$ cat config.mk
export PLATFORM = sky130hd
export DESIGN_NAME = mperm_core
export DESIGN_NICKNAME = d
export VERILOG_FILES = /design/src/rtl/mperm_pkg.sv /design/src/rtl/mperm_ctrl.sv /design/src/rtl/mperm_affine.sv /design/src/rtl/mperm_dom.sv /design/src/rtl/mperm_finish.sv /design/src/rtl/mperm_core.sv
export SDC_FILE = /design/constraint.sdc
export NUM_CORES = 2
export LEC_CHECK = 0
export BUFFER_PORTS_ARGS = -buffer_cell sky130_fd_sc_hd__buf_2
export CAP_MARGIN = 20
export CORE_AREA = 2 2 616 618
export DETAILED_ROUTE_END_ITERATION = 8
export DIE_AREA = 0 0 618 620
export GPL_TIMING_DRIVEN = 0
export PLACE_DENSITY_LB_ADDON = 0.3
export SYNTH_ARGS = -nofsm -noshare
export SYNTH_HDL_FRONTEND = slang
export SYNTH_SLANG_ARGS = --single-unit
export TNS_END_PERCENT = 50
$ cat constraint.sdc
create_clock -name clk -period 1.75 [get_ports clk]
set_input_delay 0.0875 -clock clk [delete_from_list [all_inputs] [get_ports clk]]
set_output_delay 0.0875 -clock clk [all_outputs]
set_load 0.01 [all_outputs]
$ cat src/rtl/mperm_pkg.sv
package mperm_pkg;
  localparam int WW = 64;
  localparam int NWORD = 5;
  localparam int SW = WW * NWORD;
  localparam int LAST_IDX = 11;
  localparam int SHORT_IDX = 6;

  function automatic logic [WW-1:0] ror(input logic [WW-1:0] v, input int n);
    return (v >> n) | (v << (WW - n));
  endfunction

  function automatic logic [7:0] round_const(input logic [3:0] i);
    return {4'hF - i, i};
  endfunction

  // linear diffusion of one share, word-wise rotations
  function automatic logic [SW-1:0] diffuse(input logic [SW-1:0] s);
    logic [SW-1:0] o;
    int ra [NWORD];
    int rb [NWORD];
    ra = '{19, 61, 1, 10, 7};
    rb = '{28, 39, 6, 17, 41};
    for (int k = 0; k < NWORD; k++) begin
      o[k*WW +: WW] = s[k*WW +: WW] ^ ror(s[k*WW +: WW], ra[k]) ^ ror(s[k*WW +: WW], rb[k]);
    end
    return o;
  endfunction

  // word k of result = word (k+1) mod 5 of input
  function automatic logic [SW-1:0] next_word(input logic [SW-1:0] s);
    return {s[WW-1:0], s[SW-1:WW]};
  endfunction

  function automatic int pair_index(input int i, input int j, input int nsh);
    return i * nsh - (i * (i + 1)) / 2 + (j - i - 1);
  endfunction
endpackage

$ cat src/rtl/mperm_ctrl.sv
module mperm_ctrl
  import mperm_pkg::*;
(
  input  logic       clk,
  input  logic       rst_n,
  input  logic       start,
  input  logic       short_run,
  output logic       busy,
  output logic       phase,
  output logic [3:0] idx,
  output logic       done,
  output logic       load,
  output logic       upd
);
  localparam logic [3:0] IDX_LAST  = 4'(LAST_IDX);
  localparam logic [3:0] IDX_SHORT = 4'(SHORT_IDX);

  assign load = start && !busy;
  assign upd  = busy && phase;

  always_ff @(posedge clk) begin
    if (!rst_n) begin
      busy  <= 1'b0;
      phase <= 1'b0;
      idx   <= '0;
      done  <= 1'b0;
    end else begin
      done <= 1'b0;
      if (!busy) begin
        if (start) begin
          busy  <= 1'b1;
          phase <= 1'b0;
          idx   <= short_run ? IDX_SHORT : 4'd0;
        end
      end else if (!phase) begin
        phase <= 1'b1;
      end else begin
        phase <= 1'b0;
        if (idx == IDX_LAST) begin
          busy <= 1'b0;
          done <= 1'b1;
        end else begin
          idx <= idx + 4'd1;
        end
      end
    end
  end

  p_done_pulse_r4: assert property (@(posedge clk) disable iff (!rst_n)
    done |=> !done);
  p_done_end_r4: assert property (@(posedge clk) disable iff (!rst_n)
    done |-> (!busy && $past(busy)));
  p_phase_alt_r4: assert property (@(posedge clk) disable iff (!rst_n)
    (busy && phase) |=> !phase);
  p_ignore_start_r5: assert property (@(posedge clk) disable iff (!rst_n)
    (busy && !phase && start) |=> (busy && phase && idx == $past(idx)));
  p_short_init_r3: assert property (@(posedge clk) disable iff (!rst_n)
    (!busy && start && short_run) |=> (idx == IDX_SHORT));
  p_full_init_r2: assert property (@(posedge clk) disable iff (!rst_n)
    (!busy && start && !short_run) |=> (idx == 4'd0));
endmodule

$ cat src/rtl/mperm_affine.sv
module mperm_affine
  import mperm_pkg::*;
#(
  parameter int NSH = 2
) (
  input  logic             clk,
  input  logic [NSH*SW-1:0] state,
  input  logic [7:0]        rc,
  output logic [NSH*SW-1:0] aff_q
);
  function automatic logic [SW-1:0] first_affine(input logic [SW-1:0] s,
                                                 input logic first, input logic [7:0] c);
    logic [SW-1:0] w;
    w = s;
    if (first) w[2*WW +: 8] = w[2*WW +: 8] ^ c;
    w[0*WW +: WW] = w[0*WW +: WW] ^ w[4*WW +: WW];
    w[4*WW +: WW] = w[4*WW +: WW] ^ w[3*WW +: WW];
    w[2*WW +: WW] = w[2*WW +: WW] ^ w[1*WW +: WW];
    return w;
  endfunction

  logic [NSH*SW-1:0] aff_d;

  for (genvar s = 0; s < NSH; s++) begin : g_share
    assign aff_d[s*SW +: SW] = first_affine(state[s*SW +: SW], 1'(s == 0), rc);
  end

  // falling-edge stage: DOM-AND inputs settle glitch-free before products form
  always_ff @(negedge clk) aff_q <= aff_d;
endmodule

$ cat src/rtl/mperm_dom.sv
module mperm_dom
  import mperm_pkg::*;
#(
  parameter int NSH = 2,
  parameter bit FULL_REG = 1'b1,
  localparam int NPAIR = NSH * (NSH - 1) / 2
) (
  input  logic                 clk,
  input  logic [NSH*SW-1:0]    aff,
  input  logic [NPAIR*SW-1:0]  rnd,
  output logic [NSH*SW-1:0]    prod
);
  logic [SW-1:0] a [NSH];
  logic [SW-1:0] b [NSH];
  logic [SW-1:0] inner [NSH];
  logic [SW-1:0] cross_q [NSH][NSH];

  always_comb begin
    for (int s = 0; s < NSH; s++) begin
      a[s] = aff[s*SW +: SW] ^ ((s == 0) ? {SW{1'b1}} : {SW{1'b0}});
      b[s] = next_word(aff[s*SW +: SW]);
    end
  end

  always_ff @(posedge clk) begin
    for (int i = 0; i < NSH; i++) begin
      for (int j = 0; j < NSH; j++) begin
        if (i < j)
          cross_q[i][j] <= (a[i] & b[j]) ^ rnd[pair_index(i, j, NSH)*SW +: SW];
        else if (i > j)
          cross_q[i][j] <= (a[i] & b[j]) ^ rnd[pair_index(j, i, NSH)*SW +: SW];
        else
          cross_q[i][j] <= '0;
      end
    end
  end

  if (FULL_REG) begin : g_full
    always_ff @(posedge clk) begin
      for (int i = 0; i < NSH; i++) inner[i] <= a[i] & b[i];
    end
  end else begin : g_part
    always_comb begin
      for (int i = 0; i < NSH; i++) inner[i] = a[i] & b[i];
    end
  end

  always_comb begin
    for (int i = 0; i < NSH; i++) begin
      prod[i*SW +: SW] = inner[i];
      for (int j = 0; j < NSH; j++) prod[i*SW +: SW] = prod[i*SW +: SW] ^ cross_q[i][j];
    end
  end
endmodule

$ cat src/rtl/mperm_finish.sv
module mperm_finish
  import mperm_pkg::*;
#(
  parameter int NSH = 2
) (
  input  logic [NSH*SW-1:0] aff,
  input  logic [NSH*SW-1:0] prod,
  output logic [NSH*SW-1:0] nxt
);
  function automatic logic [SW-1:0] close_round(input logic [SW-1:0] x,
                                                input logic [SW-1:0] t, input logic first);
    logic [SW-1:0] w;
    w = x ^ next_word(t);
    w[1*WW +: WW] = w[1*WW +: WW] ^ w[0*WW +: WW];
    w[0*WW +: WW] = w[0*WW +: WW] ^ w[4*WW +: WW];
    w[3*WW +: WW] = w[3*WW +: WW] ^ w[2*WW +: WW];
    if (first) w[2*WW +: WW] = ~w[2*WW +: WW];
    return diffuse(w);
  endfunction

  for (genvar s = 0; s < NSH; s++) begin : g_share
    assign nxt[s*SW +: SW] = close_round(aff[s*SW +: SW], prod[s*SW +: SW], 1'(s == 0));
  end
endmodule

$ cat src/rtl/mperm_core.sv
module mperm_core
  import mperm_pkg::*;
#(
  parameter int ORDER = 1,
  parameter bit FULL_DOM_REG = 1'b1,
  localparam int NSH = ORDER + 1,
  localparam int NPAIR = NSH * (NSH - 1) / 2
) (
  input  logic                clk,
  input  logic                rst_n,
  input  logic                start,
  input  logic                short_run,
  input  logic [NSH*SW-1:0]   state_in,
  input  logic [NPAIR*SW-1:0] rnd,
  output logic [NSH*SW-1:0]   state_out,
  output logic                done
);
  logic busy, phase, load, upd;
  logic [3:0] idx;
  logic [NSH*SW-1:0] aff, prod, nxt;

  mperm_ctrl u_ctrl (
    .clk(clk), .rst_n(rst_n), .start(start), .short_run(short_run),
    .busy(busy), .phase(phase), .idx(idx), .done(done), .load(load), .upd(upd)
  );

  mperm_affine #(.NSH(NSH)) u_aff (
    .clk(clk), .state(state_out), .rc(round_const(idx)), .aff_q(aff)
  );

  mperm_dom #(.NSH(NSH), .FULL_REG(FULL_DOM_REG)) u_dom (
    .clk(clk), .aff(aff), .rnd(rnd), .prod(prod)
  );

  mperm_finish #(.NSH(NSH)) u_fin (
    .aff(aff), .prod(prod), .nxt(nxt)
  );

  always_ff @(posedge clk) begin
    if (!rst_n)    state_out <= '0;
    else if (load) state_out <= state_in;
    else if (upd)  state_out <= nxt;
  end

  p_hold_idle_r6: assert property (@(posedge clk) disable iff (!rst_n)
    (!busy && !start) |=> $stable(state_out));
  p_load_r6: assert property (@(posedge clk) disable iff (!rst_n)
    (!busy && start) |=> (state_out == $past(state_in)));
  p_first_cycle_hold_r4: assert property (@(posedge clk) disable iff (!rst_n)
    (busy && !phase) |=> $stable(state_out));
endmodule

; ---- Word-level counts from Yosys, hierarchy flattened
; Memories as Yosys holds them, arrays and structs flattened.
; Cells that the tools add are included.
[word_totals]
reg_bits = 1287
mem_bits_rw = 1920
out_inout_bits = 641
word_cells = 102
mem_count = 2
[mem_list]
columns = memory, depth, width, read_ports, rd_ports_with_merged_regs, write_ports, line
row1 = u_dom.cross_q, 2, 640, 2, 0, 2, mperm_dom.sv:16  ; logic [SW-1:0] cross_q [NSH][NSH];
row2 = u_dom.inner, 2, 320, 2, 0, 2, mperm_dom.sv:15  ; logic [SW-1:0] inner [NSH];
[op_classes]
addsub = 2
n_eq_ne = 3
mux = 15
bitwise_logic = 67
n_reduce_logical = 7
[ops]
columns = cell, count
row1 = $xor 320x320->320, 8
row2 = $xor 64x64->64, 32
row3 = $and 320x320->320, 4
row4 = $mux 640, 2
row5 = $not 320->320, 1
row6 = $or 23x64->64, 2
row7 = $or 25x64->64, 2
row8 = $or 3x64->64, 2
row9 = $or 36x64->64, 2
row10 = $or 45x64->64, 2
row11 = $or 47x64->64, 2
row12 = $or 54x64->64, 2
row13 = $or 57x64->64, 2
row14 = $or 58x64->64, 2
row15 = $or 63x64->64, 2
row16 = $not 64->64, 1
row17 = $mux 4, 4
row18 = $mux 1, 8
row19 = $xor 8x8->8, 1
row20 = $reduce_and 3->1, 2
row21 = $add 4x1->4 const B, 1
row22 = $eq 4x4->1 const B, 1
row23 = $ne 2x2->1 const B, 2
row24 = $reduce_bool 2->1, 2
row25 = 4 further kinds, 5

; ---- Depth between registers and ports, before layout
; An unclocked memory read counts as a cell.
[depth]
ltp_word = 10
depth_mapped = 9
mapped_depth_nobuf = 6

; ---- By module
; Synthesis repeated with hierarchy kept, for this count alone.
[hier_totals]
hier_cells = 9701
area_unflattened_um2 = 122296.0
[modules_own_cells]
columns = mod, n_inst, cells_per_inst, area_each_um2
row1 = mperm_dom, 1, 3840, 44843.0
row2 = mperm_core, 1, 2848, 35242.6
row3 = mperm_finish, 1, 1947, 25544.5
row4 = mperm_affine, 1, 1025, 16299.4
row5 = mperm_ctrl, 1, 41, 366.6

==> metrics.md <==
| Metric | Value |
|---|---|
| Largest cells by area after synthesis | dfxtp_1 45%, xnor2_1 13%, xnor3_2 6.3% |
| Vias in the first global route | 96680 |
| Share of layout cells above drive strength 1 | between 40% and 50% |
| Min-delay worst type | in -> reg |
| Critical Path Sink Type | flip-flop |
| Synth Area in Simple Gates | 10.48% |
| Avg WL per Cell | roughly 41 um |
| Adder-Cell Fraction of Synth Area | 0.01090% |
| Critical Path Start Type | flip-flop |
| Total Routing Usage GR | 41.71% |
| Most frequent cell after synthesis | dfxtp_1 |
| CTS tree | yes |
| DIE HEIGHT | roughly 620 um |
| Post-synth net total | between 10000 and 15000 |
| IO Count | about 1600 |
| Ys flop type | dfxtp_1 |
| Detailed Place HPWL | slightly below 700000 um |
| CTS buffer count | ~300 |
| Syn_area_per_cell | about 12 sq um |
| Clock root cell | clkbuf_16 |
| Synth Cell Area | approximately 110000 sq um |
| EDFF count, synth | 0 |
| GP Congestion | between 1 and 1.5 |
| Clock buffer depth | 4 |
| Max-cap violations | 0 |
| Most area-hungry cell type in the Yosys netlist | dfxtp_1 |
| Reg clk slew, reported paths | about 0.06 ns |
| Largest net degree at the start of global routing | 14 |
| Remaining DRCs | 0 |
| Synth top area share | 44.78% |
| Distinct cells, synth | 35 |
| 1st-iter DRT viols | 14300 |
| Setup CP Type | reg -> reg |
| Clock skew | roughly 0.057 ns |
| Antenna viol nets, final | 0 |
| Post-route cell area | between 150000 and 200000 sq um |
| First-pass GRT wire length | between 1000000 and 1500000 um |
| Mapped Cells | between 9000 and 10000 |
| Sequential share of the synthesized area | between 40% and 50% |
| Input/output buffers | 1603 |
| TritonCTS Sinks | ~2600 |
| Cell Rows | around 230 |
| Area grow syn2layout | 63.93% |
| Violated checks | hold timing, setup timing |
| Via density per instance | ~5.2 |
| #FFs+latches synth | 2567 |
| Final Routed Wirelength | approximately 830000 um |
| Max-slew headroom | 14.87% |
| Gr ovfl total | 0 |
| Final slew viol count | 0 |
| CP arrival | approximately 4.1 ns |
| Critical path peak fanout | 5 |
| Post-synthesis mux area share | 0.9530% |
| Pre-Repair DR Iteration Count | 6 |
| YS warnings | 0 |
| Fin nets | 15900 |
| Die area | 383200 sq um |
| Worst-Skew Late Latency | ~1 ns |
| Largest family of logic cells by synthesized area | XOR/XNOR gates |
| Hold Slack | -0.001184 ns |
| Slew @ Worst Pin | about 1.3 ns |
| Area after DPL | approximately 130000 sq um |
| Compound-Gate Fraction of Synth Area | ~6.3% |
| Post-synth top cells | 2567 x dfxtp_1, 1764 x xnor2_1, 1313 x nand2_1 |
| Final worst slack | -1.522 ns |
| XOR/XNOR Fraction of Synth Area | about a third |
| Setup violators final | around 1300 |
| RSZ-0062 raised after global routing | true |
| Antenna violations before repair | about 240 |
| Initial Util | 30.42% |
| Core area | 377200 sq um |
| Async SR Flop Fraction | 0% |
| Die X | approximately 620 um |
| Final hold viol count | 1 |
| DR vias | ~110k |
| Outcome | finished with violations |
| Critical Path RT | approximately 2.6 ns |
| H-tree depth | 5 |
==> registers in the layout, summed over array words and instances (netlist names) <==
| signal | flops |
|---|---|
| state_out | 640 |
| u_aff.aff_q | 640 |
| u_dom.cross_q | 640 |
| u_dom.inner | 640 |
| u_ctrl.idx | 4 |
| u_ctrl.busy | 1 |
| u_ctrl.done | 1 |
| u_ctrl.phase | 1 |
==> routing by layer <==
metal	GRT usage, %	part of all wire [%]
met5	0.02525	0.12
met4	38.22	12
met3	12.23	11
met1	49.44	36
met2	60.76	41
==> worst max-delay path: stages, from the launching register on <==
cell	delay, ns
dfxtp_4	0.36
xnor3_4	0.45
buf_6	0.18
xnor2_4	0.12
buf_12	0.16
xnor2_4	0.83
a21oi_1	0.12
==> final cells by class <==
type | count | area (sq um)
Clock buffer | 391 | 8438
Clock inverter | 806 | 4165
Timing Repair Buffer | 4130 | 36570
Antenna cell | 169 | 422.9
Tap cell | 5016 | 6276
Multi-Input combinational cell | 6716 | 75970
Fill cell | 33550 | 189100
Sequential cell | 2567 | 52860
Buffer | 575 | 3402
==> worst paths after layout <==
check | start | endpoint | slack [ns] | cells after the start
hold / removal | rnd[143] | u_dom.cross_q[1][463] | -0.001 | 3
setup / recovery | u_aff.aff_q[336] | state_out[336] | -1.52 | 6
setup reg to reg | u_aff.aff_q[336] | state_out[336] | -1.52 | 6
hold reg to reg | state_out[139] | state_out[139] | 0.49 | 2
==> placed cells by master, fill, tap and decap left out, types with 233 or more instances in the layout <==
master         instances
dfxtp_1             2017
inv_1                646
buf_12               443
clkbuf_16            322
buf_4                929
xnor2_2              289
and2_1               322
dfxtp_2              239
xor2_1               487
nand2_1             1237
xnor3_2              357
buf_2               1659
nand2b_1             322
a32o_1               233
nor2b_1              354
xnor2_1             1078
o221ai_1             255
dlygate4sd3_1       1242
dfxtp_4              311
xnor2_4              735
==> timing repair <==
item                       in CTS  in global routing
pin swaps                     496                703
gates cloned                    0                  0
setup buffers                 695                546
gates resized for setup      1461               1306
hold endpoints to repair     1286                  0
setup endpoints to repair    1291               1291
hold buffers                 1242                  0
==> metrics by stage <==
stage	hold slack, ns	util, %	setup TNS (ns)	std cells	setup WS [ns]
after CTS	-0.02240	46.56	-753.58	19680	-1.172
after global placement	0.3092	34.68	-1457.25	16480	-3.376
after global routing	0.009619	49.80	-737.63	20270	-1.410
after detailed placement	0.3110	34.95	-981.78	16550	-2.331
after floorplan	0.1844	-	-326.93	9859	-0.5558
final	-0.001184	49.87	-750.31	20370	-1.522
==> logic make-up after synthesis <==
group	after synthesis
xor+xnor	3225
compound gates	904
simple gates	2477
buf+inv	576
mux	109
fa+ha+maj	1
flops	2567
Power is not shown: default switching activity piles up to over one toggle a cycle in this logic, so the estimate is an artifact.
